$ cat src/rtl/ea_pkg.sv
`timescale 1ns/1ps
package ea_pkg;

  typedef enum logic [1:0] {
    ST_MODRM = 2'd0,
    ST_SIB   = 2'd1,
    ST_DISP  = 2'd2,
    ST_DONE  = 2'd3
  } ea_state_t;

  // Captured addressing fields of one operand.
  typedef struct packed {
    logic [1:0]  mode;
    logic [2:0]  rm;
    logic        has_sib;
    logic [1:0]  scale;
    logic [2:0]  idx;
    logic [2:0]  base;
    logic        ext_b;
    logic        ext_x;
    logic [2:0]  disp_len;
    logic [31:0] disp;
  } ea_fields_t;

  // Displacement byte count implied by the mode and the low base bits.
  function automatic logic [2:0] disp_bytes(input logic [1:0] mode,
                                            input logic [2:0] low_base);
    logic [2:0] n;
    case (mode)
      2'b01:   n = 3'd1;
      2'b10:   n = 3'd4;
      2'b00:   n = (low_base == 3'b101) ? 3'd4 : 3'd0;
      default: n = 3'd0;
    endcase
    return n;
  endfunction

endpackage

$ cat src/rtl/ea_rst_sync.sv
`timescale 1ns/1ps
module ea_rst_sync #(
  parameter int STAGES = 2
) (
  input  logic clk,
  input  logic arst_n,
  output logic srst_n
);
  logic [STAGES-1:0] chain_q;

  always_ff @(posedge clk or negedge arst_n) begin
    if (!arst_n) chain_q <= '0;
    else         chain_q <= {chain_q[STAGES-2:0], 1'b1};
  end

  assign srst_n = chain_q[STAGES-1];
endmodule

$ cat src/rtl/ea_byte_seq.sv
`timescale 1ns/1ps
module ea_byte_seq
  import ea_pkg::*;
#(
  parameter int LEN_W = 3
) (
  input  logic             clk,
  input  logic             rst_n,
  input  logic             in_valid,
  input  logic [7:0]       in_byte,
  input  logic             ext_base,
  input  logic             ext_index,
  output logic             in_ready,
  output logic             done,
  output logic [LEN_W-1:0] len,
  output ea_fields_t       fields
);
  ea_state_t        state_q, state_n;
  ea_fields_t       flds_q, flds_n;
  logic [2:0]       rem_q, rem_n;
  logic [LEN_W-1:0] len_q, len_n;
  logic             accept;
  logic             ld_en;

  assign accept = in_valid && (state_q != ST_DONE);
  assign ld_en  = accept;

  always_comb begin
    logic [2:0] dl;
    logic [2:0] pos;
    dl      = '0;
    pos     = '0;
    state_n = state_q;
    flds_n  = flds_q;
    rem_n   = rem_q;
    len_n   = len_q;
    case (state_q)
      ST_MODRM: if (accept) begin
        flds_n       = '0;
        flds_n.mode  = in_byte[7:6];
        flds_n.rm    = in_byte[2:0];
        flds_n.ext_b = ext_base;
        flds_n.ext_x = ext_index;
        len_n        = LEN_W'(1);
        rem_n        = '0;
        if (in_byte[7:6] == 2'b11) begin
          state_n = ST_DONE;
        end else if (in_byte[2:0] == 3'b100) begin
          flds_n.has_sib = 1'b1;
          state_n        = ST_SIB;
        end else begin
          dl              = disp_bytes(in_byte[7:6], in_byte[2:0]);
          flds_n.disp_len = dl;
          rem_n           = dl;
          state_n         = (dl == 3'd0) ? ST_DONE : ST_DISP;
        end
      end
      ST_SIB: if (accept) begin
        flds_n.scale    = in_byte[7:6];
        flds_n.idx      = in_byte[5:3];
        flds_n.base     = in_byte[2:0];
        len_n           = len_q + LEN_W'(1);
        dl              = disp_bytes(flds_q.mode, in_byte[2:0]);
        flds_n.disp_len = dl;
        rem_n           = dl;
        state_n         = (dl == 3'd0) ? ST_DONE : ST_DISP;
      end
      ST_DISP: if (accept) begin
        pos = flds_q.disp_len - rem_q;
        flds_n.disp[{pos[1:0], 3'b000} +: 8] = in_byte;
        rem_n = rem_q - 3'd1;
        len_n = len_q + LEN_W'(1);
        if (rem_q == 3'd1) state_n = ST_DONE;
      end
      default: state_n = ST_MODRM;
    endcase
  end

  always_ff @(posedge clk or negedge rst_n) begin
    if (!rst_n) state_q <= ST_MODRM;
    else        state_q <= state_n;
  end

  always_ff @(posedge clk or negedge rst_n) begin
    if (!rst_n) begin
      flds_q <= '0;
      rem_q  <= '0;
      len_q  <= '0;
    end else if (ld_en) begin
      flds_q <= flds_n;
      rem_q  <= rem_n;
      len_q  <= len_n;
    end
  end

  assign in_ready = (state_q != ST_DONE);
  assign done     = (state_q == ST_DONE);
  assign len      = len_q;
  assign fields   = flds_q;

  assert_done_single_R10: assert property (@(posedge clk) disable iff (!rst_n)
    done |=> !done);
  assert_ready_back_R10: assert property (@(posedge clk) disable iff (!rst_n)
    done |=> in_ready);
  assert_stall_hold_R10: assert property (@(posedge clk) disable iff (!rst_n)
    (!in_valid && !done) |=> ($stable(state_q) && $stable(len_q)));
  assert_len_range_R11: assert property (@(posedge clk) disable iff (!rst_n)
    done |-> (len_q >= LEN_W'(1) && len_q <= LEN_W'(6)));
  assert_reg_len_R2: assert property (@(posedge clk) disable iff (!rst_n)
    (done && flds_q.mode == 2'b11) |-> len_q == LEN_W'(1));
  assert_disp_pending_R3: assert property (@(posedge clk) disable iff (!rst_n)
    (state_q == ST_DISP) |-> rem_q != 3'd0);
endmodule

$ cat src/rtl/ea_addr_calc.sv
`timescale 1ns/1ps
module ea_addr_calc
  import ea_pkg::*;
#(
  parameter int AW   = 64,
  parameter int NREG = 16,
  localparam int RW  = $clog2(NREG)
) (
  input  ea_fields_t         fields,
  input  logic               long_mode,
  input  logic [AW-1:0]      next_pc,
  input  logic [AW*NREG-1:0] gpr_flat,
  output logic               is_reg,
  output logic [RW-1:0]      reg_num,
  output logic [AW-1:0]      addr
);
  logic [RW-1:0] base_num, idx_num;
  logic          no_base, no_idx, rip_rel;
  logic [AW-1:0] base_val, idx_val, disp_val, sum;

  always_comb begin
    is_reg   = (fields.mode == 2'b11);
    reg_num  = is_reg ? {fields.ext_b, fields.rm} : '0;
    if (fields.has_sib) begin
      base_num = {fields.ext_b, fields.base};
      no_base  = (fields.mode == 2'b00) && (fields.base == 3'b101);
      idx_num  = {fields.ext_x, fields.idx};
      no_idx   = ({fields.ext_x, fields.idx} == 4'b0100);
      rip_rel  = 1'b0;
    end else begin
      base_num = {fields.ext_b, fields.rm};
      no_base  = (fields.mode == 2'b00) && (fields.rm == 3'b101);
      idx_num  = '0;
      no_idx   = 1'b1;
      rip_rel  = no_base && long_mode;
    end

    if (no_base) base_val = rip_rel ? next_pc : '0;
    else         base_val = gpr_flat[AW*base_num +: AW];

    if (no_idx) idx_val = '0;
    else        idx_val = gpr_flat[AW*idx_num +: AW] << fields.scale;

    case (fields.disp_len)
      3'd1:    disp_val = {{(AW-8){fields.disp[7]}}, fields.disp[7:0]};
      3'd4:    disp_val = {{(AW-32){fields.disp[31]}}, fields.disp};
      default: disp_val = '0;
    endcase

    sum = base_val + idx_val + disp_val;
    if (is_reg)         addr = '0;
    else if (long_mode) addr = sum;
    else                addr = {{(AW-32){1'b0}}, sum[31:0]};
  end
endmodule

$ cat src/rtl/ea_decode.sv
`timescale 1ns/1ps
module ea_decode
  import ea_pkg::*;
#(
  parameter int AW    = 64,
  parameter int NREG  = 16,
  parameter int LEN_W = 3,
  localparam int RW   = $clog2(NREG)
) (
  input  logic               clk,
  input  logic               rst_n,
  input  logic               in_valid,
  input  logic [7:0]         in_byte,
  output logic               in_ready,
  input  logic               long_mode,
  input  logic               ext_base,
  input  logic               ext_index,
  input  logic [AW-1:0]      next_pc,
  input  logic [AW*NREG-1:0] gpr_flat,
  output logic               out_done,
  output logic               out_is_reg,
  output logic [RW-1:0]      out_reg,
  output logic [AW-1:0]      out_addr,
  output logic [LEN_W-1:0]   out_len
);
  logic       srst_n;
  ea_fields_t fields;

  ea_rst_sync #(.STAGES(2)) u_rst (
    .clk(clk), .arst_n(rst_n), .srst_n(srst_n)
  );

  ea_byte_seq #(.LEN_W(LEN_W)) u_seq (
    .clk(clk), .rst_n(srst_n), .in_valid(in_valid), .in_byte(in_byte),
    .ext_base(ext_base), .ext_index(ext_index), .in_ready(in_ready),
    .done(out_done), .len(out_len), .fields(fields)
  );

  ea_addr_calc #(.AW(AW), .NREG(NREG)) u_calc (
    .fields(fields), .long_mode(long_mode), .next_pc(next_pc),
    .gpr_flat(gpr_flat), .is_reg(out_is_reg), .reg_num(out_reg),
    .addr(out_addr)
  );

  assert_trunc_R9: assert property (@(posedge clk) disable iff (!srst_n)
    (out_done && !long_mode) |-> out_addr[AW-1:32] == '0);
  assert_reg_noaddr_R2: assert property (@(posedge clk) disable iff (!srst_n)
    (out_done && out_is_reg) |-> (out_addr == '0 && out_len == LEN_W'(1)));
  assert_no_accept_done_R10: assert property (@(posedge clk) disable iff (!srst_n)
    out_done |-> !in_ready);
endmodule

$ cat config.mk
export PLATFORM = sky130hd
export DESIGN_NAME = ea_decode
export DESIGN_NICKNAME = d
export VERILOG_FILES = /design/src/rtl/ea_pkg.sv /design/src/rtl/ea_rst_sync.sv /design/src/rtl/ea_byte_seq.sv /design/src/rtl/ea_addr_calc.sv /design/src/rtl/ea_decode.sv
export SDC_FILE = /design/constraint.sdc
export NUM_CORES = 2
export LEC_CHECK = 0
export ABC_CLOCK_PERIOD_IN_PS = 7050
export BUFFER_PORTS_ARGS = -buffer_cell sky130_fd_sc_hd__buf_2
export CAP_MARGIN = 5
export CORE_AREA = 5 5 460 462
export DETAILED_ROUTE_END_ITERATION = 16
export DIE_AREA = 0 0 465 467
export GPL_TIMING_DRIVEN = 0
export PLACE_DENSITY = 0.34
export SKIP_CTS_REPAIR_TIMING = 1
export SYNTH_ARGS = -nofsm -noshare
export SYNTH_HDL_FRONTEND = slang
export SYNTH_SLANG_ARGS = --single-unit
$ cat constraint.sdc
create_clock -name clk -period 7.05 [get_ports clk]
set_clock_uncertainty 0.2 [all_clocks]
set_input_delay 1.41 -clock clk [delete_from_list [all_inputs] [get_ports clk]]
set_output_delay 1.41 -clock clk [all_outputs]
set_load 0.02 [all_outputs]
### Word level (Yosys, flattened, before mapping)

Cells that the tools add are included.

| storage, ports and cells | value |
|---|---|
| bits in registers | 61 |
| bits of input ports | 1102 |
| logic and storage cells | 107 |
| output and inout port bits | 74 |

| cells by class | value |
|---|---|
| reductions and logical operators | 20 |
| muxes and demuxes | 40 |
| add/subtract/negate cells | 6 |
| equality and inequality tests | 22 |
| shift operators | 5 |

Operator list:

| cell | number |
|---|---|
| $shiftx A1024 B11 Y64 | 2 |
| $mux W64 | 5 |
| $add A64 B64 Y64 | 2 |
| $pmux W64 S2 | 1 |
| $pmux W32 S2 | 1 |
| $shl A64 B2 Y64 | 1 |
| $bwmux W32 | 1 |
| $shift A8 B7 Y32 const A | 1 |
| $shiftx A8 B7 Y32 | 1 |
| $mux W3 | 10 |
| $pmux W3 S3 | 3 |
| $pmux W8 S2 | 1 |
| $eq A3 B3 Y1 const B | 5 |
| $eq A2 B2 Y1 const B | 6 |
| $mux W2 | 6 |
| $pmux W3 S2 | 2 |
| $reduce_and A2 Y1 | 5 |
| $mux W4 | 2 |
| $ne A2 B1 Y1 const B | 4 |
| $mux W1 | 7 |
| $neg A5 Y7 | 1 |
| $eq A2 B1 Y1 const B | 3 |
| $eq A3 B1 Y1 const B | 2 |
| $logic_not A2 Y1 | 3 |
| other kinds (12) | 18 |

### Depth between registers and ports, before layout

| depth | value |
|---|---|
| word-level depth | 13 |
| depth in mapped cells | 25 |
| depth with buffers taken out | 21 |

### By module

A second synthesis with hierarchy kept.

| second synthesis, totals | value |
|---|---|
| cell total of the unflattened synthesis | 2893 |
| area total of the unflattened synthesis | 26668.1 um2 |

By module, submodules not included:

| module | seq. area each (um2) | cells each | area each (um2) | instances |
|---|---|---|---|---|
| ea_addr_calc | 0.0 | 2667 | 23922.9 | 1 |
| ea_byte_seq | 1451.4 | 223 | 2691.3 | 1 |
| ea_rst_sync | 50.0 | 3 | 53.8 | 1 |

### Worst setup path after synthesis

No wires, ideal clock.

| timing | value |
|---|---|
| path kind | flip-flop to output port |
| start point | register u_seq.flds_q, in the netlist u_seq.fields[45] |
| end point | output out_addr[60] |
| buffers on the path | 3 |
| slack | -30 ps |
| data required time | 5440 ps |
| cell stages (with the launch flop) | 20 |
| data arrival time | 5470 ps |
| cells stage by stage | dfrtp_1 mux2i_1 clkbuf_1 buf_2 mux4_2 mux4_2 a22oi_1 fa_1 inv_1 ha_1 buf_2 a21o_1 a21oi_1 a21boi_1 o221ai_1 a22o_1 o21ai_1 a31oi_1 o21a_1 nor3_1 |

| between the ends | value |
|---|---|
| longest elaborated chain between the ends | 8 |
| elaborated cells on any way between the ends | 15 |
| those cells by class | add/sub (2); shift (3); mux (10) |

RTL lines:

| item | line | source |
|---|---|---|
| start, declared | ea_byte_seq.sv:19 | `ea_fields_t flds_q, flds_n;` |
| start signal, assigned | ea_byte_seq.sv:90 | `flds_q <= flds_n;` |
| $mux W4 | ea_addr_calc.sv:24 | `if (fields.has_sib) begin` |
| $shiftx A1024 B11 Y64 | ea_addr_calc.sv:42 | `else idx_val = gpr_flat[AW*idx_num +: AW] << fields.scale;` |
| $shl A64 B2 Y64 | ea_addr_calc.sv:42 |  |
| $mux W64 | ea_addr_calc.sv:41 | `if (no_idx) idx_val = '0;` |
| $add A64 B64 Y64 (*) (2 in series) | ea_addr_calc.sv:50 | `sum = base_val + idx_val + disp_val;` |
| $mux W64 (*) | ea_addr_calc.sv:52 | `else if (long_mode) addr = sum;` |
| $mux W64 (*) | ea_addr_calc.sv:51 | `if (is_reg) addr = '0;` |
| end, declared | ea_decode.sv:23 | `output logic [AW-1:0] out_addr,` |

Every way passes the cells marked *; elsewhere a longest branch is shown, timed or not.

### Worst setup path after layout

| timing | value |
|---|---|
| start point | register u_seq.flds_q, in the netlist u_seq.fields[45] |
| end point | output out_addr[40] |

Same word-level chain as after synthesis.

==> results.json <==
{
  "min_period_ns": 8.35,
  "postLayoutCoreUtil_pct": 19.8,
  "io_pins": 1176,
  "worst_slew_pin_slew_ns": 1.24,
  "placed_area_um2": 36700,
  "slowest_stage": "a22oi_2",
  "htree_num_levels": 3,
  "tritoncts": "built",
  "fp-row-count": 167,
  "synthFlopType": "dfrtp_1",
  "crit_top_cell": "buf_12",
  "fin_ws_ns": -1.30,
  "crit_required_ns": 5.44,
  "violations": "setup timing",
  "fmax_mhz": 120,
  "dp_slack_ns": -3.77,
  "cts_root_buf": "clkbuf_16",
  "r2r_setup_slack_ns": 3.68,
  "finalWirelength_um": 304000,
  "grt_pass1_vias": 34913,
  "rsz0062_at_grt": "yes",
  "finalHoldViolCount": 0,
  "status": "complete, but fails checks",
  "grtUsageTotal_pct": 26.2,
  "fin_area_um2": 41000,
  "arrival_ns": 6.74,
  "clockBufferDepth": 2,
  "place.gp.congestion": 0.956,
  "avgRoutedWirePerCell_um": 42.7,
  "crit_buf_inv": 8,
  "synth_fp_nets": 4292,
  "hold_depth": 0,
  "drt-initial-drc-count": 3626,
  "synthCells": 3049,
  "placed_cells": 6932,
  "min_from": "u_rst.chain_q[0]",
  "syn-cell-area_um2": 27300,
  "cp_max_fo": 10,
  "seq_area_um2": 1510,
  "power_density_nw_per_um2": 555,
  "p_leak_nw": 17.3,
  "die_area_um2": 217000,
  "cap_violations": 0,
  "yosys_warnings": 0,
  "synth_cell_types": 85,
  "fill_cells": 23242,
  "io_buffers": 1173,
  "final_common_cell": "buf_2",
  "critical_path_class": "flip-flop to primary output",
  "antenna_found_initial": 329,
  "end_kind": "primary output",
  "area_growth_syn_to_layout_pct": 50.0,
  "avgViaCountPerCell": 5.09,
  "min_period_over_period_pct": 118,
  "crit_family": "compound AO/OA/AOI/OAI gates",
  "final_cell_mix": "buf_2 (1175), mux2i_1 (427), mux4_2 (324), o21ai_0 (272), nand2_1 (180)",
  "hp-class": "flip-flop to flip-flop",
  "grt_overflow": 0,
  "clk-insertion-delay-late_ns": 0.34,
  "start_util_pct": 13.2,
  "core_area_um2": 207000,
  "die_x_um": 465,
  "async_reset_ff_share_pct": 100,
  "cts_sinks": 60,
  "cts.reportedPaths.clkPinSlew_ns": 0.06,
  "postSynthAreaPerCell_um2": 8.96,
  "grt_pass1_wl_um": 376000,
  "setup_viol_count_final": 56,
  "die_h_um": 467,
  "slowest_delay_ns": 0.52,
  "drv_slew": 0,
  "dr.pass1.iters": 5,
  "drc": 0,
  "start_kind": "flip-flop",
  "nets": 5535,
  "hold_end": "u_rst.chain_q[1]",
  "seq_area_frac_synth_pct": 5.50,
  "synth-seq-cells": 60,
  "ir_drop_v": 0.000205,
  "reg2reg_depth": 8,
  "slew_headroom_pct": 16.8,
  "grt_max_degree": 59,
  "stdcell_count": 7128,
  "hpwl_um": 266000,
  "drtAntennaViolNets": 0,
  "path_cells": "buf_12 > buf_12 > mux2i_4 > buf_12 > buf_16 > buf_12 > mux4_2 > mux4_2 > a22oi_2 > fa_1 > inv_1 > ha_1 > clkbuf_4 > a21o_1 > a21oi_1 > o21ai_1 > a21bo_2 > a221o_1 > nand3_1 > nand4_1 > xnor2_1 > nor2_1 > clkbuf_4",
  "fin_hold_ws_ns": 0.155,
  "timing.rr.end": "u_seq.fields[23]",
  "multiInputGateArea_um2": 25700,
  "rr_startpoint": "u_seq.state_q[1]",
  "cts_buffers": 9,
  "vias": 36311,
  "drive_above_1_share_pct": 49.7,
  "synth_edf_count": 0
}
==> stage by stage <==
step / setup TNS [ns] / total power [mW]
after floorplan: 0 / 11.3
final: -44.91 / 22.7
after global placement: -200.64 / 19.9
after detailed placement: -194.31 / 20.0
after global routing: -51.07 / 23.8
after CTS: -218.98 / 20.5
==> cell families after synthesis <==
family | synth area share, %
AO/OA/AOI/OAI | 23.9
multiplexers | 43.1
AND/OR/NAND/NOR | 10.1
buffers and inverters | 7.41
adder cells (fa/ha/maj) | 8.22
flip-flops | 5.50
XOR/XNOR | 1.78
other | 0.0137
==> area by class of cell <==
type | instances | share of cell area (%)
Antenna cell | 127 | 0.776
Buffer | 303 | 5.66
Clock buffer | 9 | 0.550
Clock inverter | 7 | 0.183
Inverter | 153 | 1.43
Multi-Input combinational cell | 2510 | 62.8
Sequential cell | 60 | 3.68
Tap cell | 2704 | 8.26
Timing Repair Buffer | 1255 | 16.7
==> synth_stat cells, types with 22 or more instances <==
cell	n	area, um2
a211oi_1	75	563
a21o_1	48	360
buf_2	84	420
dfrtp_1	60	1500
a221oi_1	64	561
nor3_1	86	430
a21oi_1	86	430
nor2_1	165	619
ha_1	77	963
xnor2_1	28	245
xor2_1	25	219
a31oi_1	69	432
o21ai_0	290	1450
mux4_2	324	7300
a221o_1	63	631
nand2_1	185	694
a22o_1	42	368
o22a_1	57	499
buf_1	27	101
nand4_1	22	138
clkbuf_1	191	717
a22oi_1	60	450
inv_1	152	571
nand3_1	37	185
fa_1	64	1280
mux2i_1	434	4340
==> worst max path at each step <==
stage | start | endpoint | slack (ns) | cells past startpoint
after floorplan | u_seq.fields[45] | out_addr[63] | 0.02 | 21
after global routing | u_seq.fields[41] | out_addr[61] | -1.35 | 24
after CTS | u_seq.fields[40] | out_addr[59] | -4.19 | 26
final | u_seq.fields[45] | out_addr[40] | -1.30 | 23
after detailed placement | u_seq.fields[40] | out_addr[59] | -3.77 | 26
after global placement | u_seq.fields[40] | out_addr[60] | -3.88 | 24
==> metal layers <==
metal,wire length [um],part of all wire (%),GRT usage (%),vias to the layer above
met5,969,0.32,0,-
met4,13700,4.5,7.17,152
met3,30300,10,8.82,591
met2,136000,45,42.5,2220
met1,123000,41,33.1,18640
li1,-,-,-,14708
==> where the power goes <==
part	internal (mW)	switching [mW]
registers	0.443	0.114
clock network	0.276	0.191
logic	7.87	13.9
total	8.59	14.2
==> registers in the layout, summed over array words and instances (netlist names) <==
name	cells
u_seq.len	3
u_rst.chain_q	2
u_seq.fields	50
u_seq.rem_q	3
u_seq.state_q	2
No activity file was read; power rests on OpenSTA's default activity.
